`src/rtl/burst_colgen_pkg.sv`:
```
package burst_colgen_pkg;

  // Walk order through the aligned column group
  typedef enum logic {
    ORDER_LINEAR = 1'b0,
    ORDER_XOR    = 1'b1
  } burst_order_e;

endpackage

```
`src/rtl/burst_cfg_reg.sv`:
```
module burst_cfg_reg
  import burst_colgen_pkg::*;
#(
  parameter int COL_W  = 9,
  parameter int MAX_LG = 3,
  parameter int LG_W   = 2
) (
  input  logic               clk,
  input  logic               rst_n,
  input  logic               load_i,
  input  logic [COL_W-1:0]   col_i,
  input  logic [LG_W-1:0]    code_i,
  input  logic               is_write_i,
  input  logic               single_wr_i,
  input  logic               interleave_i,
  output logic [COL_W-1:0]   col_q,
  output logic [LG_W-1:0]    lg_q,
  output burst_order_e       order_q
);

  localparam logic [LG_W-1:0] LG_CAP = LG_W'(MAX_LG);

  // Effective log2 length after the single-write override and capping
  function automatic logic [LG_W-1:0] pick_lg(
    input logic [LG_W-1:0] code,
    input logic            wr,
    input logic            single
  );
    if (wr && single) return '0;
    if (code > LG_CAP) return LG_CAP;
    return code;
  endfunction

  always_ff @(posedge clk or negedge rst_n) begin
    if (!rst_n) begin
      col_q   <= '0;
      lg_q    <= '0;
      order_q <= ORDER_LINEAR;
    end else if (load_i) begin
      col_q   <= col_i;
      lg_q    <= pick_lg(code_i, is_write_i, single_wr_i);
      order_q <= interleave_i ? ORDER_XOR : ORDER_LINEAR;
    end
  end

endmodule

```
`src/rtl/burst_beat_ctr.sv`:
```
module burst_beat_ctr #(
  parameter int BEAT_W = 3,
  parameter int LG_W   = 2
) (
  input  logic              clk,
  input  logic              rst_n,
  input  logic              start_i,
  input  logic [LG_W-1:0]   lg_i,
  output logic [BEAT_W-1:0] beat_q,
  output logic              active_q,
  output logic              final_o
);

  // Highest beat index for a length of 2**lg
  function automatic logic [BEAT_W-1:0] top_beat(input logic [LG_W-1:0] lg);
    logic [BEAT_W:0] span;
    span = (BEAT_W+1)'(1) << lg;
    return span[BEAT_W-1:0] - 1'b1;
  endfunction

  logic [BEAT_W-1:0] beat_top;
  assign beat_top = top_beat(lg_i);
  assign final_o  = active_q && (beat_q == beat_top);

  always_ff @(posedge clk or negedge rst_n) begin
    if (!rst_n) begin
      beat_q   <= '0;
      active_q <= 1'b0;
    end else if (start_i) begin
      beat_q   <= '0;
      active_q <= 1'b1;
    end else if (active_q) begin
      if (final_o) begin
        active_q <= 1'b0;
        beat_q   <= '0;
      end else begin
        beat_q <= beat_q + 1'b1;
      end
    end
  end

endmodule

```
`src/rtl/burst_col_map.sv`:
```
module burst_col_map
  import burst_colgen_pkg::*;
#(
  parameter int COL_W  = 9,
  parameter int BEAT_W = 3,
  parameter int LG_W   = 2
) (
  input  logic [COL_W-1:0]  base_i,
  input  logic [LG_W-1:0]   lg_i,
  input  burst_order_e      order_i,
  input  logic [BEAT_W-1:0] beat_i,
  output logic [COL_W-1:0]  col_o
);

  function automatic logic [COL_W-1:0] group_mask(input logic [LG_W-1:0] lg);
    return (COL_W'(1) << lg) - 1'b1;
  endfunction

  function automatic logic [COL_W-1:0] linear_low(
    input logic [COL_W-1:0] base, input logic [COL_W-1:0] mask, input logic [BEAT_W-1:0] beat
  );
    return ((base & mask) + COL_W'(beat)) & mask;
  endfunction

  function automatic logic [COL_W-1:0] xor_low(
    input logic [COL_W-1:0] base, input logic [COL_W-1:0] mask, input logic [BEAT_W-1:0] beat
  );
    return ((base & mask) ^ COL_W'(beat)) & mask;
  endfunction

  logic [COL_W-1:0] mask, low_lin, low_xor, low_sel;

  assign mask    = group_mask(lg_i);
  assign low_lin = linear_low(base_i, mask, beat_i);
  assign low_xor = xor_low(base_i, mask, beat_i);
  assign low_sel = (order_i == ORDER_XOR) ? low_xor : low_lin;
  assign col_o   = (base_i & ~mask) | low_sel;

endmodule

```
`src/rtl/sdram_burst_colgen.sv`:
```
module sdram_burst_colgen
  import burst_colgen_pkg::*;
#(
  parameter int COL_W  = 9,
  parameter int MAX_LG = 3
) (
  input  logic              clk,
  input  logic              rst_n,
  input  logic              start_i,
  input  logic              is_write_i,
  input  logic [COL_W-1:0]  col_start_i,
  input  logic [1:0]        bl_code_i,
  input  logic              interleave_i,
  input  logic              single_wr_i,
  output logic [COL_W-1:0]  col_o,
  output logic              valid_o,
  output logic              last_o,
  output logic [MAX_LG-1:0] beat_o
);

  localparam int BEAT_W = MAX_LG;
  localparam int LG_W   = 2;

  logic [COL_W-1:0]  base_q;
  logic [LG_W-1:0]   lg_q;
  burst_order_e      order_q;
  logic [BEAT_W-1:0] beat_q;
  logic              active_q;
  logic              final_beat;

  // Named events for the checker
  logic burst_launch, burst_abort, burst_done;
  assign burst_launch = start_i;
  assign burst_abort  = start_i && active_q && !final_beat;
  assign burst_done   = final_beat && !start_i;

  burst_cfg_reg #(.COL_W(COL_W), .MAX_LG(MAX_LG), .LG_W(LG_W)) u_cfg (
    .clk         (clk),
    .rst_n       (rst_n),
    .load_i      (burst_launch),
    .col_i       (col_start_i),
    .code_i      (bl_code_i),
    .is_write_i  (is_write_i),
    .single_wr_i (single_wr_i),
    .interleave_i(interleave_i),
    .col_q       (base_q),
    .lg_q        (lg_q),
    .order_q     (order_q)
  );

  burst_beat_ctr #(.BEAT_W(BEAT_W), .LG_W(LG_W)) u_ctr (
    .clk     (clk),
    .rst_n   (rst_n),
    .start_i (burst_launch),
    .lg_i    (lg_q),
    .beat_q  (beat_q),
    .active_q(active_q),
    .final_o (final_beat)
  );

  burst_col_map #(.COL_W(COL_W), .BEAT_W(BEAT_W), .LG_W(LG_W)) u_map (
    .base_i (base_q),
    .lg_i   (lg_q),
    .order_i(order_q),
    .beat_i (beat_q),
    .col_o  (col_o)
  );

  assign valid_o = active_q;
  assign last_o  = final_beat;
  assign beat_o  = beat_q;

endmodule

```
`config.mk`:
```
export PLATFORM = sky130hd
export DESIGN_NAME = sdram_burst_colgen
export DESIGN_NICKNAME = d
export VERILOG_FILES = /design/src/rtl/burst_colgen_pkg.sv /design/src/rtl/burst_cfg_reg.sv /design/src/rtl/burst_beat_ctr.sv /design/src/rtl/burst_col_map.sv /design/src/rtl/sdram_burst_colgen.sv
export SDC_FILE = /design/constraint.sdc
export NUM_CORES = 1
export LEC_CHECK = 0
export ABC_AREA = 1
export BUFFER_PORTS_ARGS = -buffer_cell sky130_fd_sc_hd__buf_2
export CAP_MARGIN = 20
export CORE_MARGIN = 2
export CORE_UTILIZATION = 57
export CTS_BUF_LIST = sky130_fd_sc_hd__clkbuf_8
export CTS_CLUSTER_DIAMETER = 40
export DETAILED_ROUTE_END_ITERATION = 10
export PLACE_DENSITY = 0.87
export SYNTH_ARGS = -nofsm -noshare
export SYNTH_HDL_FRONTEND = slang
export SYNTH_HIERARCHICAL = 1
export SYNTH_SLANG_ARGS = --single-unit
```
`constraint.sdc`:
```
create_clock -name clk -period 4.75 [get_ports clk]
set_clock_uncertainty 0.05 [all_clocks]
set_input_delay 0.2375 -clock clk [delete_from_list [all_inputs] [get_ports clk]]
set_output_delay 0.2375 -clock clk [all_outputs]
set_load 0.05 [all_outputs]
```
# Yosys cells after proc, flatten, opt, wreduce, memory -nomap -nowiden
# Index checks and enable logic that the tools add are counted.
# totals
n_memories,0
ff_bits,16
latch_bits,0
elab_cells,40
inputBits,17
rom_bits,0
ram_bits,0
# classes
n_eq_ne,1
reduce_logical,3
n_mux,17
shift,2
order_cmp,1
multipliers,0
n_div,0
addsub,4
bitwise,7
# ops
op,count
$and A9 B9 Y9,4
$add A9 B3 Y9,1
$mux W1,9
$mux W3,3
$mux W9,1
$not A9 Y9,1
$or A9 B9 Y9,1
$shl A1 B2 Y9 const A,1
$sub A9 B1 Y9 const B,1
$xor A9 B3 Y9,1
$mux W2,4
$add A3 B1 Y3 const B,1
$eq A3 B3 Y1,1
$shl A1 B2 Y3 const A,1
$sub A3 B1 Y3 const B,1
$gt A2 B2 Y1 const B,1
$logic_and A1 B1 Y1,2
$reduce_bool A2 Y1,1

# Logic depth before layout (Yosys ltp)
# Gate-level depths: netlist (run 1).
# logic_depth
ltp_word,7
depth_mapped,11
depth_no_buf,11

# By module
# Netlist (run 1), hierarchy kept.
# by_module_without_submodules
mod,n_inst,area_per_inst_um2,seq_area_each_um2,cells_each
burst_cfg_reg,1,476.7,300.3,56
burst_col_map,1,305.3,0.0,54
burst_beat_ctr,1,260.2,100.1,35

# Worst setup path before layout (run 1)
# Ideal clock, no wire load.
# synth_timing
path_kind,reg-to-output
start,register u_cfg.lg_q[1]
end,output port col_o[2]
required_ps,4463
arrival_time_ps,2506
setup_slack_ps,1957
path_stages_with_launch,10
path_cell_list,dfrtp_1 > nor2_1 > inv_2 > ha_1 > nor2_1 > inv_1 > fa_1 > nor2_1 > xor2_1 > o21ai_1
# synth_between
elab_chain_cells,7
# synth_lines
item,line_no,source
from (decl),burst_cfg_reg.sv:17,"output logic [LG_W-1:0] lg_q,"
from (signal assigned),burst_cfg_reg.sv:41,"lg_q <= pick_lg(code_i, is_write_i, single_wr_i);"
$shl A1 B2 Y9 (*),burst_col_map.sv:16,return (COL_W'(1) << lg) - 1'b1;
$sub A9 B1 Y9 (*),burst_col_map.sv:16,
$and A9 B9 Y9,"burst_col_map.sv:22, burst_col_map.sv:28",
$add A9 B3 Y9 or $xor A9 B3 Y9 (tied branches),"burst_col_map.sv:22, burst_col_map.sv:28",
$and A9 B9 Y9 (on tied branches),"burst_col_map.sv:22, burst_col_map.sv:28",
$mux W9,burst_col_map.sv:36,assign low_sel = (order_i == ORDER_XOR) ? low_xor : low_lin;
$or A9 B9 Y9 (*),burst_col_map.sv:37,assign col_o = (base_i & ~mask) | low_sel;
to (decl),sdram_burst_colgen.sv:15,"output logic [COL_W-1:0] col_o,"
# Mark *: on every way between the ends. The rest lies on a longest branch, timed or not.

# Worst setup path after layout (run 1)
# Same ends and word-level chain as after synthesis.

==> results.txt, run 1 <==
Outcome - complete, no violations
Avg WL per Cell - 10.9 um
Setup violators final - 0
Post-synth EDFFs - 0
FP Rows - 15
Critical path's top delay family - adder cells
Final WL - 2160 um
Initial Util - 60.4%
CTS max path bufs - 2
Synth area leader - dfrtp_1
Worst R2R Path Depth - 4
CTS tree - done
Synth area leaders - dfrtp_1 38%, nand2_1 22%, ha_1 7.2%
Final net count - 199
Finished Layout Cells - 198
Detail Placement HPWL - 1740 um
Most common cell in the netlist - nand2_1
Worst Tran Pin Value - 0.341 ns
CTS buffer count - 3
Max_cap viols - 0
CTS H-tree lvls - 1
Most used cell along the critical path - nor2_1
Unrepaired setup endpoints after global routing - no
Crit end category - output port
Gr usage total - 21.9%
Vias in the first global route - 885
Die H - 46.8 um
Post-synth top cells - 61 x nand2_1, 18 x inv_1, 16 x dfrtp_1
I/O pins - 31
Syn Inst Count - 145
Hold Path Stages - 3
First-pass GRT wire length - 3420 um
Ratio of cells with drive above 1 in the final layout - 27.2%
Critical Path AT - 2.67 ns
DRC Markers - 0
Worst rel slew slack - 77.2%
Antenna violations before repair - 0
Clk root buf - clkbuf_8
GP Congestion - 0.776
Internal Pwr Total - 0.267 mW
Antenna Cells - 0
Sw frac - 44.7%
Largest family of logic cells by synthesized area - simple AND/OR/NAND/NOR gates
Gate power share - 44.1%
# clock sinks - 16
Cts hold-fix bufs - 1
Vias per Instance - 4.93
Core area - 1730 um^2
Antenna Nets Post-Route - 0
Levels on crit path - 10
Slew Viols, Final - 0
Fin Setup TNS - 0 ns
Clock slew at reported path FFs - 0.06 ns
Clock share of power - 19.7%
Syn_nets - 169
Post-Synth XOR/XNOR Area - 0.840%
Achievable Freq - 338 MHz
CP Max Fanout - 10
Hold slack - 0.143 ns
Post-cts resize count - 0
Clk_lat worst skew - 0.24 ns
CP Data Required Time - 4.46 ns
Total gr overflow - 0
Util after Layout - 71.9%
Synth warnings - 6
Yosys cell types - 26
Pre-antenna DRT Iters - 4
Largest net degree at the start of global routing - 17
Yosys reg bits - 16
Post-Syn Area - 1040 um^2
Fin crit share - 62.3%
Register share of total power - 36.2%
Pwr dens - 389 nW/um^2
Die width - 46.8 um
Syn_area_per_cell - 7.19 um^2
Post-synthesis mux area share - 0%
Min-delay worst type - in -> reg
Inst Count DP - 194
Final hold vios - 0
Synth top area share - 38.4%
Post-synthesis adder-cell area fraction - 9.12%
Critical-path top delay cell - dfrtp_1
Via count - 977
Initial DRC Count - 15
Port Buf Inserts - 30
Top FF cell, synth - dfrtp_1
Post-CTS Setup Bufs - 0
Crit Path Class - reg -> out
Layout fillers - 146
Post-Synth Simple-Gate Area - 31.9%
Area delta synth->final - 19.1%
CP bufs+invs - 3
P_leak - 0.729 nW
Fin crit period - 2.96 ns
Worst IR Drop VDD - 0.276 mV
CP Launch Type - flip-flop
Sequential area share after synthesis - 38.4%
Sw Pwr - 0.216 mW
Asr flop ratio synth - 100%
Biggest cell delay along the critical path - 0.47 ns
Die area - 2190 um^2
Synth Area in Compound Gates - 8.16%
CP cell instances - nor2_1 -> inv_2 -> ha_1 -> nor2_1 -> inv_1 -> fa_1 -> nor2_1 -> xor2_1 -> o21ai_1 -> buf_2
-- sequential cells by signal (all words and copies together), names as in the netlist --
| name | flops |
|---|---|
| u_cfg/col_q | 9 |
| u_cfg/order_q | 1 |
| u_cfg/lg_q | 2 |
| u_ctr/beat_q | 3 |
| u_ctr/active_q | 1 |
-- cells by family (layout without fill, tap and decap cells) --
kind of cell,Yosys count,count (layout)
flip-flops,16,16
AND/OR/NAND/NOR,80,80
adder cells (fa/ha/maj),7,7
buffers and inverters,29,57
AO/OA/AOI/OAI,12,12
XOR/XNOR,1,1
-- per-stage QoR --
stage               power [mW]  setup WS [ns]  instance area (um^2)
floorplan                0.340           1.96                  1040
global placement         0.379           2.17                  1190
detailed placement       0.389           2.06                  1190
CTS                      0.485           1.79                  1240
global route             0.515           1.57                  1240
finish                   0.483           1.79                  1240
-- metal layers --
metal  up-vias  wire length, um  track usage (%)
met5         -                0                0
met4         0               14             7.78
met3         2               73             3.08
met2        25             1190             40.8
met1       456              885             25.4
li1        494                -                -
-- final timing paths --
check                                   to  slack, ns           start
hold reg to reg             u_cfg/col_q[7]       0.42  u_cfg/col_q[7]
setup / recovery                  col_o[2]       1.79   u_cfg/lg_q[1]
min in group asynchronous  u_ctr/beat_q[1]       0.40           rst_n
hold / removal              u_cfg/col_q[7]       0.14  col_start_i[7]
max in group asynchronous    u_cfg/lg_q[0]       4.00           rst_n
setup reg to reg           u_ctr/beat_q[0]       3.46   u_cfg/lg_q[1]
-- placed cells by master, fill, tap and decap left out --
master and count:
nand2_1 61, buf_2 30, inv_1 18, dfrtp_1 16, nor2_1 8, ha_1 6
inv_2 4, nand3_1 4, clkbuf_8 3, o21ai_0 3, o21ai_2 3, nor2_2 2
o21ai_1 2, dlygate4sd3_1 1, nand4_2 1, nand2_2 1, a21oi_2 1, a21o_1 1
clkinv_1 1, nand4_1 1, nand3_2 1, xor2_1 1, a21oi_1 1, or2_1 1
a22oi_2 1, fa_1 1
-- tightest hold or removal path: cells and delay by family --
family | cells | cell delay, ns
buf+inv | 1 | 0.07
simple gates | 2 | 0.09
-- layout make-up --
cell class              count  area, um^2  share of cell area [%]
well taps                  25        31.3                    2.52
inverters                  23        86.3                    6.96
repair buffers             31         160                    12.9
clock buffers               3        41.3                    3.33
flip-flops and latches     16         400                    32.3
multi-input cells         100         522                    42.0
-- power by group through the flow --
| stage | clock network [mW] | registers [mW] | logic [mW] |
|---|---|---|---|
| 6_report | 0.0951 | 0.175 | 0.213 |
| 5_1_grt | 0.106 | 0.178 | 0.231 |
| 4_1_cts | 0.0964 | 0.175 | 0.214 |
| 3_5_place_dp | 0 | 0.177 | 0.212 |
| 3_3_place_gp | 0 | 0.176 | 0.203 |
| 2_1_floorplan | 0 | 0.201 | 0.139 |
No activity file was read; power rests on OpenSTA's default activity.
==> run 2: changes to the inputs <==
CORE_UTILIZATION = 48   (was 57)
PLACE_DENSITY = 0.78   (was 0.87)
clock period = 2.7 ns   (was 4.75 ns; I/O delays follow)
==> results.txt, run 2 (same netlist as run 1, synthesis figures left out) <==
Avg WL per Cell - 11.2 um (+2.5%)
Power, Total - 0.926 mW (+92%)
CTS H-tree lvls - 1 (unchanged)
Clock slew at reported path FFs - 0.06 ns (about the same)
FF/Latch Area - 403 um^2 (+0.62%)
Max reg flops - 9 (unchanged)
Critical Path AT - 2.39 ns (-0.28 ns)
Pre-antenna DRT Iters - 5 (+1)
Die width - 50.6 um (+8.2%)
Top Registers - u_cfg/col_q x9, u_ctr/beat_q x3, u_cfg/lg_q x2
I/O pins - 31 (unchanged)
Most frequent cells in the layout - 61 x nand2_1, 28 x buf_2, 18 x inv_1
CTS max path bufs - 2 (unchanged)
Clk_lat worst skew - 0.25 ns (about the same)
Min-delay worst type - in -> reg
Post-route worst setup slack - 0.124 ns (-1.66 ns)
Ratio of cells with drive above 1 in the final layout - 31.6% (+4.5 points)
CP Data Required Time - 2.52 ns (-1.94 ns)
Finished Layout Cells - 204 (+3.0%)
Hold slack - 0.0323 ns (-0.110 ns)
Largest net degree at the start of global routing - 17 (unchanged)
Fin crit share - 95.4%
Reg-to-Reg Start - u_cfg/lg_q[1]
Inst Count DP - 196 (+1.0%)
Fin crit period - 2.58 ns
Crit end category - output port
Clk root buf - clkbuf_8
Antenna violations before repair - 0 (unchanged)
Final net count - 202 (+1.5%)
Layout fillers - 180 (+23%)
Crit Path Class - reg -> out
CP Max Fanout - 4 (-6)
CTS tree - done
First-pass GRT wire length - 3760 um (+9.9%)
Antenna Cells - 0 (unchanged)
Port Buf Inserts - 30 (unchanged)
Finished Cell Area - 1310 um^2 (+5.4%)
Slew Viols, Final - 0 (unchanged)
Vias in the first global route - 930 (+5.1%)
Util after Layout - 65.4% (-6.5 points)
Outcome - complete, no violations
Total gr overflow - 0 (unchanged)
Placed cell areas - 1190 um^2 (+0.21%)
Commonest non-fill, non-tap cell in the layout - nand2_1
Area occupied by multi-input gates - 539 um^2 (+3.4%)
P_leak - 0.752 nW (+3.1%)
Setup violators final - 0 (unchanged)
Worst IR Drop VDD - 0.538 mV (+95%)
Area delta synth->final - 25.6%
Hold Path Sink - u_cfg/col_q[1]
Worst rel slew slack - 75.8% (-1.4 points)
FP Rows - 16 (+1)
Fin Setup TNS - 0 ns (unchanged)
GP Congestion - 0.840 (+8.2%)
RR Endpoint - u_ctr/beat_q[0]
CTS buffer count - 3 (unchanged)
Gr usage total - 19.3% (-2.6 points)
Core area - 2000 um^2 (+16%)
Worst Tran Pin Value - 0.363 ns (+0.0213 ns)
Die H - 50.6 um (+8.2%)
Max_cap viols - 0 (unchanged)
Antenna Nets Post-Route - 0 (unchanged)
Hold Path Stages - 3 (unchanged)
CP Launch Type - flip-flop
Achievable Freq - 388 MHz
Detail Placement HPWL - 1700 um (-2.4%)
Die area - 2560 um^2 (+17%)
Worst R2R Path Depth - 5 (+1)
Flop2flop setup slack - 1.39 ns (-2.07 ns)
DP Worst Slack - 0.0682 ns (-1.99 ns)
Hold wc startpoint - col_start_i[1]
DRC Markers - 0 (unchanged)
Via count - 969 (-0.82%)
Initial Util - 52.1% (-8.3 points)
Largest reg by FF count - u_cfg/col_q
Final hold vios - 0 (unchanged)
Unrepaired setup endpoints after global routing - no
Initial DRC Count - 21 (+6)
Vias per Instance - 4.75 (-3.7%)
# clock sinks - 16 (unchanged)
Final WL - 2280 um (+5.6%)
Pwr dens - 707 nW/um^2 (+82%)
-- run 2: changes by cell type in the layout (fill, tap and decap cells not counted), sizes merged --
cell / delta
buf: +2
clkbuf: +2
-- run 2: worst max-delay path by stage --
stage | endpoint | cells past startpoint | slack (ns) | start
floorplan | col_o[2] | 9 | 0.009 | u_cfg/lg_q[1]
global placement | col_o[1] | 9 | 0.22 | u_cfg/lg_q[1]
detailed placement | col_o[1] | 9 | 0.07 | u_cfg/lg_q[1]
CTS | col_o[1] | 9 | 0.02 | u_cfg/lg_q[0]
global route | col_o[1] | 9 | 0.06 | u_cfg/lg_q[1]
finish | col_o[1] | 9 | 0.12 | u_cfg/lg_q[1]
-- run 2: area by class of cell --
type                       instances  share of cell area [%]
clock buffer                       4                    4.21
inverter                          23                    6.60
timing repair buffer              34                    14.6
sequential                        16                    30.8
multi-input combinational        100                    41.2
tap                               27                    2.58
-- run 2: worst max-delay path, cell delays in order, from the launching register on --
cell and delay (ns):
dfrtp_2 0.44, nor2_2 0.15, inv_2 0.07, ha_4 0.23, nor2_2 0.09, inv_1 0.07
fa_1 0.47, or2_1 0.26, a22oi_2 0.18, buf_6 0.18
-- run 2: what timing repair did --
item / in CTS / in global routing
gates resized for setup: 6 / 2
pin swaps: 0 / 1
hold buffers: 1 / 0
buffers inserted: 1 / 2
hold endpoints to repair: 16 / 0
setup endpoints to repair: 3 / 3
-- run 2: power breakdown --
group          switching [mW]  internal, mW  leakage (nW)
sequential             0.0396         0.270         0.195
clock                  0.0807         0.129        0.0288
combinational           0.284         0.122         0.528
-- run 2: routing by layer --
metal | wire (um) | up-vias | global-route usage (%)
met5 | 0 | - | 0
met4 | 10 | 0 | 7.21
met3 | 97 | 2 | 3.87
met2 | 1180 | 31 | 34.0
met1 | 987 | 437 | 23.1
li1 | - | 499 | -
==> run 3: changes to the inputs <==
CELL_PAD_IN_SITES_DETAIL_PLACEMENT = 0   (was not set)
CELL_PAD_IN_SITES_GLOBAL_PLACEMENT = 2   (was not set)
CORE_UTILIZATION = 30   (was 48)
PLACE_DENSITY = not set   (was 0.78)
PLACE_DENSITY_LB_ADDON = 0.1   (was not set)
clock period = 3 ns   (was 2.7 ns; I/O delays follow)
==> results.txt, run 3 (same netlist as run 1, synthesis figures left out) <==
Crit Path Class - reg -> out
Flop2flop setup slack - 1.77 ns (+0.38 ns)
Initial DRC Count - 42 (+100%)
Fin crit period - 2.78 ns
RR Endpoint - u_ctr/beat_q[0]
Fin crit share - 92.7%
Avg WL per Cell - 9.85 um (-12%)
Hold Path Sink - u_cfg/col_q[7]
Placed cell areas - 1220 um^2 (+2.0%)
Antenna Cells - 0 (unchanged)
CTS max path bufs - 2 (unchanged)
FP Rows - 21 (+5)
Clk root buf - clkbuf_8
Die H - 62.9 um (+24%)
DRC Markers - 0 (unchanged)
P_leak - 0.737 nW (-1.9%)
# clock sinks - 16 (unchanged)
Hold Path Stages - 3 (unchanged)
Area occupied by multi-input gates - 524 um^2 (-2.8%)
Worst R2R Path Depth - 4 (-1)
CP cell instances - nor2_2 -> inv_2 -> ha_1 -> nor2_1 -> inv_1 -> fa_1 -> or2_1 -> a22oi_2 -> clkbuf_4
Top Registers - u_cfg/col_q x9, u_ctr/beat_q x3, u_cfg/lg_q x2
Setup violators final - 0 (unchanged)
Die width - 62.9 um (+24%)
Crit end category - output port
Largest net degree at the start of global routing - 17 (unchanged)
Layout fillers - 384 (+110%)
GP Congestion - 0.736 (-12%)
Min-delay worst type - in -> reg
Biggest cell delay along the critical path - 0.49 ns (+0.02 ns)
Detail Placement HPWL - 1720 um (+1.2%)
Total gr overflow - 0 (unchanged)
Finished Cell Area - 1290 um^2 (-1.5%)
Antenna Nets Post-Route - 0 (unchanged)
Critical Path AT - 2.58 ns (+0.19 ns)
Clk_lat worst skew - 0.24 ns (about the same)
Hold wc startpoint - col_start_i[7]
Unrepaired setup endpoints after global routing - no
Ratio of cells with drive above 1 in the final layout - 28.2% (-3.5 points)
Outcome - complete, no violations
Critical-path top delay cell - dfrtp_1
CP Max Fanout - 10 (+6)
CP Launch Type - flip-flop
FF/Latch Area - 400 um^2 (-0.62%)
First-pass GRT wire length - 3930 um (+4.6%)
Largest reg by FF count - u_cfg/col_q
CTS H-tree lvls - 1 (unchanged)
CTS buffer count - 3 (unchanged)
Reg-to-Reg Start - u_cfg/lg_q[1]
Final net count - 199 (-1.5%)
Core area - 3340 um^2 (+67%)
Slew Viols, Final - 0 (unchanged)
Final hold vios - 0 (unchanged)
Max reg flops - 9 (unchanged)
Fin Setup TNS - 0 ns (unchanged)
Vias per Instance - 4.21 (-11%)
Inst Count DP - 215 (+9.7%)
Pre-antenna DRT Iters - 4 (-1)
CP Data Required Time - 2.80 ns (+0.28 ns)
Area delta synth->final - 23.6%
Finished Layout Cells - 220 (+7.8%)
CP bufs+invs - 3 (unchanged)
CTS tree - done
Achievable Freq - 360 MHz
Max_cap viols - 0 (unchanged)
Vias in the first global route - 916 (-1.5%)
I/O pins - 31 (unchanged)
Setup crit start - u_cfg/lg_q[1]
Util after Layout - 38.6% (-27 points)
Pwr dens - 619 nW/um^2 (-12%)
Worst IR Drop VDD - 0.228 mV (-58%)
Die area - 3960 um^2 (+55%)
Port Buf Inserts - 30 (unchanged)
Antenna violations before repair - 0 (unchanged)
Critical path's top delay family - adder cells
Worst Tran Pin Value - 0.363 ns (+0.000264 ns)
Clock slew at reported path FFs - 0.06 ns (about the same)
Worst rel slew slack - 75.8% (about the same)
Final WL - 2170 um (-4.9%)
Initial Util - 31.2% (-21 points)
Commonest non-fill, non-tap cell in the layout - nand2_1
Via count - 927 (-4.3%)
Post-CTS Setup Bufs - 0 (-1)
Most frequent cells in the layout - 61 x nand2_1, 28 x buf_2, 18 x inv_1
Gr usage total - 12.2% (-7.1 points)
run 3: layout make-up:
| class | count | share of cell area, % |
|---|---|---|
| clock buffers | 4 | 4.27 |
| inverters | 23 | 6.70 |
| well taps | 46 | 4.47 |
| multi-input cells | 100 | 40.7 |
| repair buffers | 31 | 12.8 |
| flip-flops and latches | 16 | 31.1 |
run 3: repair_timing:
item	4_1_cts	5_1_grt
setup endpoints to repair	0	2
hold endpoints to repair	16	0
hold buffers	1	0
gates resized for setup	0	3
run 3: power breakdown:
group          total [mW]  switching, mW  internal (mW)
registers           0.278         0.0348          0.243
clock network       0.187         0.0706          0.116
logic               0.334          0.240         0.0942
run 3: stage by stage:
| stage | setup slack [ns] | power (mW) | hold slack (ns) |
|---|---|---|---|
| global route | 0.0200 | 0.858 | 0.0543 |
| global placement | 0.482 | 0.610 | 0.0407 |
| detailed placement | 0.431 | 0.615 | 0.0448 |
| CTS | 0.149 | 0.808 | 0.0442 |
| finish | 0.219 | 0.798 | 0.0495 |
| floorplan | 0.294 | 0.538 | -0.196 |
run 3: how the worst max path moves through the flow:
stage                           to  depth (start not counted)  slack, ns
after global placement    col_o[1]                          9       0.48
after detailed placement  col_o[1]                          9       0.43
after global routing      col_o[1]                          9       0.02
after floorplan           col_o[2]                          9       0.29
final                     col_o[1]                          9       0.22
after CTS                 col_o[1]                          9       0.15
run 3: worst register-to-register path: cells and delay by family (launching register included):
kind,cells,cell delay [ns]
AND/OR/NAND/NOR,2,0.30
AO/OA/AOI/OAI,2,0.29
flip-flops,1,0.49
run 3: metal layers:
layer	up-vias	global-route usage (%)	share of wire, %
met5	-	0	0
met4	0	4.17	0.78
met3	2	1.80	3.8
met2	21	20.9	45
met1	408	15.6	50
li1	496	-	-
